[src/rtl/irq_router_pkg.sv]
package irq_router_pkg;

  localparam int NUM_SRC  = 5;
  localparam int PEND_W   = 7;
  localparam int IDX_W    = 3;

  localparam int SRC_CTL1 = 0;
  localparam int SRC_CTL2 = 1;
  localparam int SRC_ETH  = 2;
  localparam int SRC_SER  = 3;
  localparam int SRC_NMI  = 4;

  typedef struct packed {
    logic             to_pend;
    logic             to_redir;
    logic [IDX_W-1:0] bit_idx;
  } route_t;

  typedef struct packed {
    logic             valid;
    logic [IDX_W-1:0] idx;
  } top_t;

  // Routing table lookup: classic = 1 selects the table with Ethernet redirect
  function automatic route_t route_of(input int src, input logic classic);
    route_t r;
    r.to_pend  = 1'b1;
    r.to_redir = 1'b0;
    r.bit_idx  = '0;
    case (src)
      SRC_CTL1: r.bit_idx = classic ? 3'd0 : 3'd5;
      SRC_CTL2: r.bit_idx = 3'd1;
      SRC_ETH: begin
        if (classic) begin
          r.to_pend  = 1'b0;
          r.to_redir = 1'b1;
        end else begin
          r.bit_idx = 3'd2;
        end
      end
      SRC_SER:  r.bit_idx = 3'd3;
      SRC_NMI:  r.bit_idx = 3'd6;
      default:  r.to_pend = 1'b0;
    endcase
    return r;
  endfunction

  // Highest set bit of the pending vector
  function automatic top_t top_index(input logic [PEND_W-1:0] p);
    top_t t;
    t.valid = 1'b0;
    t.idx   = '0;
    for (int i = 0; i < PEND_W; i++) begin
      if (p[i]) begin
        t.valid = 1'b1;
        t.idx   = IDX_W'(i);
      end
    end
    return t;
  endfunction

endpackage

[src/rtl/irq_edge_sense.sv]
module irq_edge_sense #(
  parameter int W = 5
) (
  input  logic         clk,
  input  logic         rst_n,
  input  logic [W-1:0] lvl_i,
  output logic [W-1:0] rise_o,
  output logic [W-1:0] fall_o
);

  logic [W-1:0] lvl_q;

  always_ff @(posedge clk) begin
    if (!rst_n) lvl_q <= '0;
    else        lvl_q <= lvl_i;
  end

  assign rise_o = lvl_i & ~lvl_q;
  assign fall_o = ~lvl_i & lvl_q;

endmodule

[src/rtl/irq_nmi_stretch.sv]
module irq_nmi_stretch #(
  parameter int HOLD_TICKS = 16
) (
  input  logic clk,
  input  logic rst_n,
  input  logic trig_i,
  input  logic req_i,
  output logic nmi_o,
  output logic hold_o
);

  localparam int CNT_W = $clog2(HOLD_TICKS + 1);

  logic [CNT_W-1:0] cnt_q;

  always_ff @(posedge clk) begin
    if (!rst_n)                cnt_q <= '0;
    else if (trig_i)           cnt_q <= CNT_W'(HOLD_TICKS);
    else if (cnt_q != '0)      cnt_q <= cnt_q - 1'b1;
  end

  assign hold_o = (cnt_q != '0);
  assign nmi_o  = req_i | trig_i | hold_o;

endmodule

[src/rtl/irq_pend_map.sv]
module irq_pend_map
  import irq_router_pkg::*;
(
  input  logic               clk,
  input  logic               rst_n,
  input  logic               mode_i,
  input  logic [NUM_SRC-1:0] rise_i,
  input  logic [NUM_SRC-1:0] fall_i,
  output logic [PEND_W-1:0]  pend_o,
  output logic [PEND_W-1:0]  pend_next_o,
  output logic               redirect_o
);

  logic [PEND_W-1:0] pend_q, pend_d;
  logic              redir_q, redir_d;

  always_comb begin
    route_t r;
    pend_d  = pend_q;
    redir_d = redir_q;
    for (int s = 0; s < NUM_SRC; s++) begin
      r = route_of(s, mode_i);
      if (rise_i[s]) begin
        if (r.to_pend)  pend_d[r.bit_idx] = 1'b1;
        if (r.to_redir) redir_d = 1'b1;
      end else if (fall_i[s]) begin
        if (r.to_pend)  pend_d[r.bit_idx] = 1'b0;
        if (r.to_redir) redir_d = 1'b0;
      end
    end
  end

  always_ff @(posedge clk) begin
    if (!rst_n) begin
      pend_q  <= '0;
      redir_q <= 1'b0;
    end else begin
      pend_q  <= pend_d;
      redir_q <= redir_d;
    end
  end

  assign pend_o      = pend_q;
  assign pend_next_o = pend_d;
  assign redirect_o  = redir_q;

endmodule

[src/rtl/irq_prio_encode.sv]
module irq_prio_encode
  import irq_router_pkg::*;
#(
  parameter int LEVEL_W  = 3,
  parameter int VEC_W    = 8,
  parameter int VEC_BASE = 25
) (
  input  logic               clk,
  input  logic               rst_n,
  input  logic [PEND_W-1:0]  pend_i,
  output logic [LEVEL_W-1:0] level_o,
  output logic [VEC_W-1:0]   vector_o
);

  top_t               top;
  logic [LEVEL_W-1:0] level_d;
  logic [VEC_W-1:0]   vector_d;

  always_comb begin
    top = top_index(pend_i);
    if (top.valid) begin
      level_d  = LEVEL_W'(top.idx) + LEVEL_W'(1);
      vector_d = VEC_W'(VEC_BASE) + VEC_W'(top.idx);
    end else begin
      level_d  = '0;
      vector_d = '0;
    end
  end

  always_ff @(posedge clk) begin
    if (!rst_n) begin
      level_o  <= '0;
      vector_o <= '0;
    end else begin
      level_o  <= level_d;
      vector_o <= vector_d;
    end
  end

endmodule

[src/rtl/irq_prio_router.sv]
module irq_prio_router
  import irq_router_pkg::*;
#(
  parameter int HOLD_TICKS = 16,
  parameter int LEVEL_W    = 3,
  parameter int VEC_W      = 8,
  parameter int VEC_BASE   = 25
) (
  input  logic               clk,
  input  logic               rst_n,
  input  logic               mode_i,
  input  logic [NUM_SRC-1:0] src_req_i,
  input  logic               nmi_trig_i,
  output logic [LEVEL_W-1:0] cpu_level_o,
  output logic [VEC_W-1:0]   cpu_vector_o,
  output logic               redirect_o
);

  logic               nmi_eff;
  logic               nmi_hold;
  logic [NUM_SRC-1:0] req_eff;
  logic [NUM_SRC-1:0] src_rise;
  logic [NUM_SRC-1:0] src_fall;
  logic [PEND_W-1:0]  pend_q;
  logic [PEND_W-1:0]  pend_nxt;

  irq_nmi_stretch #(.HOLD_TICKS(HOLD_TICKS)) u_nmi (
    .clk    (clk),
    .rst_n  (rst_n),
    .trig_i (nmi_trig_i),
    .req_i  (src_req_i[SRC_NMI]),
    .nmi_o  (nmi_eff),
    .hold_o (nmi_hold)
  );

  always_comb begin
    req_eff          = src_req_i;
    req_eff[SRC_NMI] = nmi_eff;
  end

  irq_edge_sense #(.W(NUM_SRC)) u_edge (
    .clk    (clk),
    .rst_n  (rst_n),
    .lvl_i  (req_eff),
    .rise_o (src_rise),
    .fall_o (src_fall)
  );

  irq_pend_map u_map (
    .clk         (clk),
    .rst_n       (rst_n),
    .mode_i      (mode_i),
    .rise_i      (src_rise),
    .fall_i      (src_fall),
    .pend_o      (pend_q),
    .pend_next_o (pend_nxt),
    .redirect_o  (redirect_o)
  );

  irq_prio_encode #(
    .LEVEL_W  (LEVEL_W),
    .VEC_W    (VEC_W),
    .VEC_BASE (VEC_BASE)
  ) u_enc (
    .clk      (clk),
    .rst_n    (rst_n),
    .pend_i   (pend_nxt),
    .level_o  (cpu_level_o),
    .vector_o (cpu_vector_o)
  );

endmodule

[config.mk]
export PLATFORM = sky130hd
export DESIGN_NAME = irq_prio_router
export DESIGN_NICKNAME = d
export VERILOG_FILES = /design/src/rtl/irq_router_pkg.sv /design/src/rtl/irq_edge_sense.sv /design/src/rtl/irq_nmi_stretch.sv /design/src/rtl/irq_pend_map.sv /design/src/rtl/irq_prio_encode.sv /design/src/rtl/irq_prio_router.sv
export SDC_FILE = /design/constraint.sdc
export NUM_CORES = 1
export LEC_CHECK = 0
export CAP_MARGIN = 10
export CORE_MARGIN = 10
export CORE_UTILIZATION = 49
export DETAILED_ROUTE_END_ITERATION = 16
export PLACE_DENSITY = 0.88
export SLEW_MARGIN = 0
export SYNTH_ARGS = -nofsm -noshare
export SYNTH_HDL_FRONTEND = slang
export SYNTH_HIERARCHICAL = 1
export SYNTH_SLANG_ARGS = --single-unit
[constraint.sdc]
create_clock -name clk -period 6.3 [get_ports clk]
set_input_delay 0.63 -clock clk [delete_from_list [all_inputs] [get_ports clk]]
set_output_delay 0.63 -clock clk [all_outputs]
set_load 0.02 [all_outputs]
Word-level counts from Yosys, hierarchy flattened
Index checks and enable logic that the tools add are counted.
{"block": "word_totals", "register_bits": 29, "latch_bits": 0, "mem_bits_rw": 0, "rom_bits": 0, "inputBits": 9, "out_inout_bits": 12, "word_cells": 67, "n_memories": 0}
{"block": "classes", "addsub": 3, "multipliers": 0, "n_div": 0, "magnitude_cmp": 4, "n_eq_ne": 0, "n_shift": 0, "mux": 32, "bitwise_logic": 13, "reduce_logical": 8}
{"cell": "7-bit 2-to-1 mux", "n": 8}
{"cell": "4-bit 2-to-1 mux", "n": 9}
{"cell": "7-bit AND", "n": 2}
{"cell": "7-bit NOT", "n": 2}
{"cell": "7-bit bitwise OR", "n": 2}
{"cell": "5-bit AND", "n": 2}
{"cell": "5-bit 2-to-1 mux", "n": 2}
{"cell": "5-bit NOT", "n": 2}
{"cell": "3-bit by 4-bit less-than comparator with 1-bit output (second input constant)", "n": 2}
{"cell": "2-bit 2-to-1 mux", "n": 4}
{"cell": "5-bit by 3-bit adder with 6-bit output (first input constant)", "n": 1}
{"cell": "1-bit demux with 3-bit select", "n": 2}
{"cell": "3-bit by 1-bit greater-or-equal comparator with 1-bit output (second input constant)", "n": 2}
{"cell": "1-bit 2-to-1 mux", "n": 6}
{"cell": "5-bit nonzero test", "n": 1}
{"cell": "5-bit by 1-bit subtractor with 5-bit output (second input constant)", "n": 1}
{"cell": "2-bit AND reduction", "n": 2}
{"cell": "2-bit nonzero test", "n": 2}
{"cell": "3-bit by 1-bit adder with 3-bit output (second input constant)", "n": 1}
{"cell": "3-bit 2-to-1 mux", "n": 1}
{"cell": "1-bit logical AND", "n": 2}
{"cell": "1-bit bitwise OR", "n": 2}
{"cell": "2-bit OR reduction", "n": 1}
{"cell": "1-bit NOT", "n": 1}

Depth between registers and ports, before layout
Gate-level depths: netlist (run 1).
{"block": "depth", "depth_word": 27, "ltp_mapped": 12, "depth_no_buf": 12}

Cells and area by module
The synthesis (run 1) kept the hierarchy.
{"module": "irq_pend_map", "instances": 1, "cells_per_inst": 42, "area_each_um2": 360.3}
{"module": "irq_prio_encode", "instances": 1, "cells_per_inst": 27, "area_each_um2": 277.8}
{"module": "irq_nmi_stretch", "instances": 1, "cells_per_inst": 27, "area_each_um2": 276.5}
{"module": "irq_edge_sense", "instances": 1, "cells_per_inst": 20, "area_each_um2": 193.9}

Worst setup path before layout (run 1)
Ideal clock, no wire load.
{"block": "synth_path", "path_kind": "reg2reg", "from": "reg u_nmi.cnt_q[0]", "to": "reg u_enc.level_o[1]", "setup_time_ns": 0.115, "arrival_ns": 2.395, "required_time_ns": 6.185, "slack_ns": 3.790, "path_stages_with_launch": 10, "n_path_buf": 0, "period_less_slack_ns": 2.510, "path_cell_list": "dfxtp_1 -> inv_1 -> ha_1 -> nor4b_4 -> nand2_1 -> nor2b_1 -> or2_2 -> or3_4 -> o41a_1 -> and2_1"}
{"item": "from (decl)", "line": "irq_nmi_stretch.sv:14", "rtl": "logic [CNT_W-1:0] cnt_q;"}
{"item": "from (signal assigned)", "line": "irq_nmi_stretch.sv:18", "rtl": "else if (trig_i) cnt_q <= CNT_W'(HOLD_TICKS);"}
{"item": "from (signal assigned)", "line": "irq_nmi_stretch.sv:19", "rtl": "else if (cnt_q != '0) cnt_q <= cnt_q - 1'b1;"}
{"item": "5-bit nonzero test *", "line": "irq_nmi_stretch.sv:22", "rtl": "assign hold_o = (cnt_q != '0);"}
{"item": "1-bit bitwise OR *", "line": "irq_nmi_stretch.sv:23", "rtl": "assign nmi_o = req_i | trig_i | hold_o;"}
{"item": "named net nmi_eff", "line": "irq_prio_router.sv:19", "rtl": "logic nmi_eff;"}
{"item": "5-bit AND *", "line": "irq_edge_sense.sv:18", "rtl": "assign rise_o = lvl_i & ~lvl_q;"}
{"item": "named net src_rise[4]", "line": "irq_prio_router.sv:22", "rtl": "logic [NUM_SRC-1:0] src_rise;"}
{"item": "7-bit 2-to-1 mux *", "line": "irq_pend_map.sv:23", "rtl": "if (rise_i[s]) begin"}
{"item": "named net pend_nxt[6]", "line": "irq_prio_router.sv:25", "rtl": "logic [PEND_W-1:0] pend_nxt;"}
{"item": "4-bit 2-to-1 mux *", "line": "irq_router_pkg.sv:54", "rtl": "if (p[i]) begin"}
{"item": "3-bit by 1-bit adder with 3-bit output / 2-bit AND reduction (equally long branches)"}
{"item": "to (signal assigned)", "line": "irq_prio_encode.sv:35", "rtl": "level_o <= level_d;"}
{"item": "to (decl)", "line": "irq_prio_encode.sv:11", "rtl": "output logic [LEVEL_W-1:0] level_o,"}
The timed path passes the listed nets; every way through them passes the cells marked *.
A chain may end at the register's enable or synchronous reset.

Final worst setup path (run 1)
{"block": "layout_path", "from": "reg u_nmi.cnt_q[0]", "to": "reg u_enc.vector_o[2]"}
{"item": "5-bit nonzero test *", "line": "irq_nmi_stretch.sv:22"}
{"item": "1-bit bitwise OR *", "line": "irq_nmi_stretch.sv:23"}
{"item": "named net nmi_eff", "line": "irq_prio_router.sv:19"}
{"item": "5-bit NOT *", "line": "irq_edge_sense.sv:19", "rtl": "assign fall_o = ~lvl_i & lvl_q;"}
{"item": "5-bit AND *", "line": "irq_edge_sense.sv:19"}
{"item": "named net src_fall[4]", "line": "irq_prio_router.sv:23", "rtl": "logic [NUM_SRC-1:0] src_fall;"}
{"item": "7-bit 2-to-1 mux *", "line": "irq_pend_map.sv:26", "rtl": "end else if (fall_i[s]) begin"}
{"item": "7-bit 2-to-1 mux *", "line": "irq_pend_map.sv:23"}
{"item": "named net pend_nxt[6]", "line": "irq_prio_router.sv:25"}
{"item": "4-bit 2-to-1 mux *", "line": "irq_router_pkg.sv:54"}
{"item": "5-bit by 3-bit adder with 6-bit output / 2-bit AND reduction (equally long branches)"}
{"item": "to (signal assigned)", "line": "irq_prio_encode.sv:36", "rtl": "vector_o <= vector_d;"}
{"item": "to (decl)", "line": "irq_prio_encode.sv:12", "rtl": "output logic [VEC_W-1:0] vector_o"}
Marked as above.

==> results of run 1 <==
power by group:
group	switching [mW]	internal [mW]	total (mW)
combinational	0.0530	0.0628	0.116
sequential	0.0136	0.163	0.177
clock	0.0414	0.0248	0.0663
total	0.108	0.251	0.359
worst min-delay path, cell delays in order, from the launching register on:
cell and delay (ns):
dfxtp_1 0.33, nand2_1 0.05, o21ai_0 0.06
per-layer routing:
layer / global-route usage [%] / wire (microns) / up-vias
met2: 15.5 / 923 / 18
met4: 4.62 / 27 / 0
met3: 4.30 / 127 / 3
met5: 0 / 0 / -
li1: - / - / 405
met1: 9.21 / 838 / 360
how the worst min path moves through the flow:
stage                            endpoint  slack (ns)
after global routing      u_map/pend_o[2]        0.52
after floorplan           u_map/pend_o[2]        0.44
after global placement    u_map/pend_o[5]        0.45
after CTS                 u_map/pend_o[5]        0.48
after detailed placement  u_map/pend_o[5]        0.46
final                     u_map/pend_o[5]        0.47
registers in the layout (all words and copies together) (netlist names):
| register | count |
|---|---|
| u_edge/lvl_q | 5 |
| u_enc/level_o | 2 |
| u_enc/vector_o | 4 |
| u_map/pend_o | 6 |
| u_map/redirect_o | 1 |
| u_nmi/cnt_q | 5 |
layout make-up:
class | count | area (sq um)
timing repair buffer | 18 | 180
clock buffer | 4 | 26.3
multi-input combinational | 78 | 551
inverter | 7 | 26.3
tap | 28 | 35.0
fill | 194 | 891
sequential | 23 | 460
metrics by stage:
step	cell area [sq um]	setup WS, ns	util [%]	power, mW
floorplan	1100	3.82	-	0.265
global route	1280	3.40	58.9	0.382
detailed placement	1250	3.36	57.7	0.296
finish	1280	3.59	58.9	0.359
CTS	1280	3.60	58.9	0.362
global placement	1250	3.45	57.7	0.291
==> results.tsv, run 1 <==
stage	metric	value	unit
cts	clock sink total	23	
cts	Clock transition at path regs	0.11	ns
power_and_ir_drop	maximum VDD drop	0.165	mV
floorplan	# IOs	21	
worst_setup_path	Worst Path Required	6.52	ns
worst_setup_path	Critical Path Source	u_nmi/cnt_q[0]	
grt	GRT Residual Overflow	0	
sta	max-slew violations	0	
synthesis	Mapped Cells	114	
grt	largest net degree at the start of global routing	24	
cts	worst-skew pair later-pin latency	0.31	ns
power_and_ir_drop	Leakage	0.516	nW
floorplan	Core Rows	17	
grt	overall routing resource usage	9.13	%
placement	Port Buf Inserts	18	
worst_setup_path	FF-to-FF path depth	10	
cts	clock tree buffer depth	2	
worst_setup_path	Worst EP arrival	2.93	ns
worst_setup_path	R2R Path End	u_enc/vector_o[2]	
final_layout	n_diodes	0	
drt	Detailed Routing Iterations Pass 1	4	
sta	relative slew slack	53.5	%
drt	wirelength, routed	1.92	mm
worst_setup_path	crit path cell chain	inv_1, ha_1, nor4b_4, nand2_1, nor2b_1, nor2b_1, or2_2, or3_4, o41a_1, and2_1	
grt	initial antenna violation count	0	
worst_setup_path	CP top delay family	simple AND/OR/NAND/NOR gates	
outcome	status	complete, no violations	
floorplan	chip width	67.3	microns
sta	f_max	369	MHz
worst_setup_path	end of the critical path	u_enc/vector_o[2]	
final_layout	layout cells sized above 1	8.46	%
drt	initial drt markers	15	
sta	endpoints failing setup	0	
cts	post_cts resized	0	
flow_run	maxcap violations	0	
worst_setup_path	Crit Path Max Fanout	5	
worst_setup_path	CP most frequent cell	nor2b_1	
sta	Tcrit/Tclk final	43.0	%
sta	final hold violation count	0	
drt	via count	786	
synthesis	mean area per synthesized cell	9.63	sq um
floorplan	overall die height	67.3	microns
final_layout	Area Growth Syn to Fin	16.5	%
sta	Worst Tran Pin Value	0.696	ns
drt	Post-route DRC	0	
worst_setup_path	Crit-path slowest cell	o41a_1	
cts	CTS tree	done	
worst_setup_path	worst setup path class	flop to flop	
worst_setup_path	WP buf/inv	1	
drt	wire length per cell	12.1	microns
drt	Via density	4.97	
placement	Inst Count DP	154	
final_layout	final layout net count	143	
grt	first-pass GRT wire length	3.25	mm
cts	CTS Buf Count	3	
grt	vias in the first global route	768	
sta	Hold Worst Slack	0.471	ns
cts	post-CTS setup buffer count	0	
cts	CTS Hold Bufs	0	
synthesis	Yosys warnings	6	
worst_setup_path	worst flop-to-flop path startpoint	u_nmi/cnt_q[0]	
sta	post-route minimum period	2.71	ns
final_layout	commonest non-fill, non-tap cell in the layout	dfxtp_1	
synthesis	Synth Cell Area	1100	sq um
floorplan	Initial Util	50.6	%
worst_setup_path	slowest stage delay, CP	0.43	ns
worst_setup_path	crit path capture type	flop	
drt	Final ANT Viol Nets	0	
cts	Root Buffer	clkbuf_4	
placement	GPL Wtd Cong	0.784	
sta	setup tns final	0	ns
final_layout	final non-filler cell total	158	
worst_setup_path	startpoint types	flop	
worst_setup_path	Levels on crit path	10	
worst_hold_path	hold path cells	2	
sta	Max Clock Skew	0.00352	ns
sta	RSZ-0062 raised after global routing	no	
final_layout	commonest non-fill, non-tap cells in the layout	dfxtp_1, clkdlybuf4s50_1, nor2b_1	
worst_setup_path	reg-to-reg setup timing slack	3.59	ns
worst_hold_path	hold path startpoint	u_map/pend_o[5]	
floorplan	Die ar.	4530	sq um
floorplan	core area	2170	sq um
placement	HPWL Detailed	1.50	mm
worst_hold_path	HP Class	flop to flop	
power_and_ir_drop	Power Density	281	nW/um^2
cts	H-Tree Depth	1	
No activity file was read; power rests on OpenSTA's default activity.
==> run 2: changes to the inputs <==
CORE_UTILIZATION = 45   (was 49)
PLACE_DENSITY = 0.85   (was 0.88)
clock period = 2.42 ns   (was 6.3 ns; I/O delays follow)
==> run 2 against run 1 <==
Effect of this change:
- non-clock buffer count grew 5
- clock-buffer cell count stayed put
- largest power group unchanged
- flip-flop and latch count is the same
- critical path depth stayed put
- via count grew 4.5%
- clock power grew to 2.6 times the previous value
- critical endpoint is now u_enc/level_o[1]
- clock skew grew 0.00060 ns
- sequential share of layout area decreased by 1.3 points
- first-iteration DRC count grew 67%
- critical path type unchanged
- die area rose by 6.2%
- combinational power grew to 3.0 times the previous value
==> results.tsv, run 2 (synthesized netlist as in run 1, its figures left out) <==
stage	metric	value	unit	change
outcome	status	complete, no violations		
drt	initial drt markers	25		+10
power_and_ir_drop	Comb power frac	35.8	%	+3.5 points
drt	Via density	5.04		+1.2%
floorplan	Initial Util	48.2	%	-2.4 points
floorplan	chip width	69.4	microns	+3.1%
final_layout	n_diodes	0		unchanged
drt	wirelength, routed	1.95	mm	+2.0%
cts	CTS Hold Bufs	0		unchanged
final_layout	max FFs per register	6		unchanged
final_layout	post-layout util	58.6	%	-0.34 points
drt	via count	821		+4.5%
worst_setup_path	Crit-path slowest cell	o41a_1		
sta	final hold violation count	0		unchanged
worst_hold_path	HP Class	flop to flop		
cts	clock tree buffer depth	2		unchanged
worst_setup_path	Critical Path Source	u_nmi/cnt_q[1]		
power_and_ir_drop	Power Density	733	nW/um^2	+160%
final_layout	commonest non-fill, non-tap cell in the layout	dfxtp_1		
cts	post-CTS setup buffer count	0		unchanged
cts	worst-skew pair later-pin latency	0.30	ns	about the same
worst_hold_path	hold path startpoint	u_map/pend_o[5]		
worst_setup_path	startpoint types	flop		
cts	Root Buffer	clkbuf_4		
power_and_ir_drop	Seq pwr share	46.8	%	-2.5 points
grt	first-pass GRT wire length	3.24	mm	-0.18%
worst_setup_path	CP most frequent cell	nor2b_1		
floorplan	Die ar.	4810	sq um	+6.2%
grt	GRT Residual Overflow	0		unchanged
drt	Detailed Routing Iterations Pass 1	4		unchanged
worst_setup_path	Worst Path Required	2.63	ns	-3.89 ns
power_and_ir_drop	Sw Share	29.7	%	-0.42 points
cts	H-Tree Depth	1		unchanged
placement	HPWL Detailed	1.57	mm	+4.6%
grt	vias in the first global route	806		+4.9%
floorplan	# IOs	21		unchanged
sta	Tcrit/Tclk final	94.3	%	+51 points
sta	setup tns final	0	ns	unchanged
placement	GPL Wtd Cong	0.705		-10%
final_layout	layout cells sized above 1	15.6	%	+7.1 points
power_and_ir_drop	Leakage	0.544	nW	+5.4%
sta	max-slew violations	0		unchanged
placement	Post-DP Area	1290	sq um	+3.2%
floorplan	Core Rows	17		unchanged
sta	f_max	438	MHz	+19%
final_layout	final layout net count	148		+3.5%
power_and_ir_drop	clock network fraction of design power	17.5	%	-1.0 points
floorplan	core area	2280	sq um	+4.9%
power_and_ir_drop	Sw Pwr	290	uW	+170%
drt	Post-route DRC	0		unchanged
placement	Port Buf Inserts	18		unchanged
sta	endpoints failing setup	0		unchanged
sta	Max Clock Skew	0.00412	ns	+0.000599 ns
grt	overall routing resource usage	7.80	%	-1.3 points
worst_setup_path	worst setup path class	flop to flop		
cts	Clock transition at path regs	0.12	ns	about the same
worst_setup_path	WP buf/inv	1		unchanged
power_and_ir_drop	Cell Int Power	687	uW	+170%
final_layout	Area Growth Syn to Fin	21.6	%	
sta	post-route minimum period	2.28	ns	-0.425 ns
worst_setup_path	worst flop-to-flop path startpoint	u_nmi/cnt_q[1]		
grt	largest net degree at the start of global routing	16		-33%
worst_setup_path	CP top delay family	simple AND/OR/NAND/NOR gates		
power_and_ir_drop	maximum VDD drop	0.442	mV	+170%
drt	Final ANT Viol Nets	0		unchanged
flow_run	maxcap violations	0		unchanged
worst_setup_path	crit path cell chain	inv_2, ha_4, nor4b_4, nand2_1, nor2b_1, nor2b_1, or2_4, or3_4, o41a_1, and2_1		
floorplan	overall die height	69.4	microns	+3.1%
worst_setup_path	Crit Path Max Fanout	5		unchanged
worst_setup_path	slowest stage delay, CP	0.37	ns	-0.06 ns
worst_setup_path	crit path capture type	flop		
cts	CTS tree	done		
final_layout	fin area	1330	sq um	+4.3%
cts	CTS Buf Count	3		unchanged
final_layout	commonest non-fill, non-tap cells in the layout	dfxtp_1, clkdlybuf4s50_1, nor2b_1		
cts	clock sink total	23		unchanged
worst_setup_path	Worst EP arrival	2.49	ns	-0.44 ns
sta	RSZ-0062 raised after global routing	no		
drt	wire length per cell	12.0	microns	-1.1%
grt	initial antenna violation count	0		unchanged
==> run 2: cell types whose count changed in the layout (fill, tap and decap cells not counted), moves of 2 or more <==
cell and change:
dfxtp_2 +2, inv_1 -2, buf_4 +5, dfxtp_1 -2, inv_2 +2
==> run 2: per-layer routing <==
metal / GRT usage (%) / wire length, microns
met5: 0 / 0
met4: 5.10 / 34
met3: 2.43 / 127
met2: 13.7 / 941
met1: 7.65 / 850
==> run 2: stage by stage <==
stage / hold WS [ns] / total power, mW / instances / setup WS, ns
after floorplan: 0.364 / 0.692 / 116 / 0.00160
after global placement: 0.444 / 0.787 / 159 / 0.0958
after detailed placement: 0.455 / 0.802 / 159 / 0.0281
after CTS: 0.471 / 0.985 / 163 / 0.00532
after global routing: 0.487 / 1.03 / 163 / 0.0128
final: 0.467 / 0.977 / 163 / 0.137
==> run 2: power by group through the flow <==
stage | Sequential (mW) | Combinational (mW) | Clock [mW]
after CTS | 0.456 | 0.352 | 0.177
final | 0.457 | 0.349 | 0.171
after floorplan | 0.481 | 0.211 | 0
after detailed placement | 0.463 | 0.339 | 0
after global routing | 0.464 | 0.378 | 0.190
after global placement | 0.460 | 0.327 | 0
==> run 2: final timing paths <==
check | to | slack, ns | cells after the start
max | u_enc/level_o[1] | 0.14 | 10
min | u_map/pend_o[5] | 0.47 | 2
max reg2reg | u_enc/level_o[1] | 0.14 | 10
min reg2reg | u_map/pend_o[5] | 0.47 | 2
==> run 2: final cells by class <==
| class | count | area, sq um |
|---|---|---|
| fillers | 180 | 942 |
| clock buffers | 4 | 26.3 |
| repair buffers | 23 | 218 |
| multi-input cells | 78 | 566 |
| inverters | 7 | 26.3 |
| flip-flops and latches | 23 | 463 |
| well taps | 28 | 35.0 |
==> run 2: timing repair <==
item / CTS / global route
endpoints found under the setup margin: 1 / 4
gates resized for setup: 4 / 2
pin swaps: 3 / 2
==> run 2: tightest hold or removal path, delay by kind of cell (launching register included) <==
| family | cells | cell delay [ns] |
|---|---|---|
| compound gates | 1 | 0.06 |
| flops | 1 | 0.33 |
| simple gates | 1 | 0.05 |
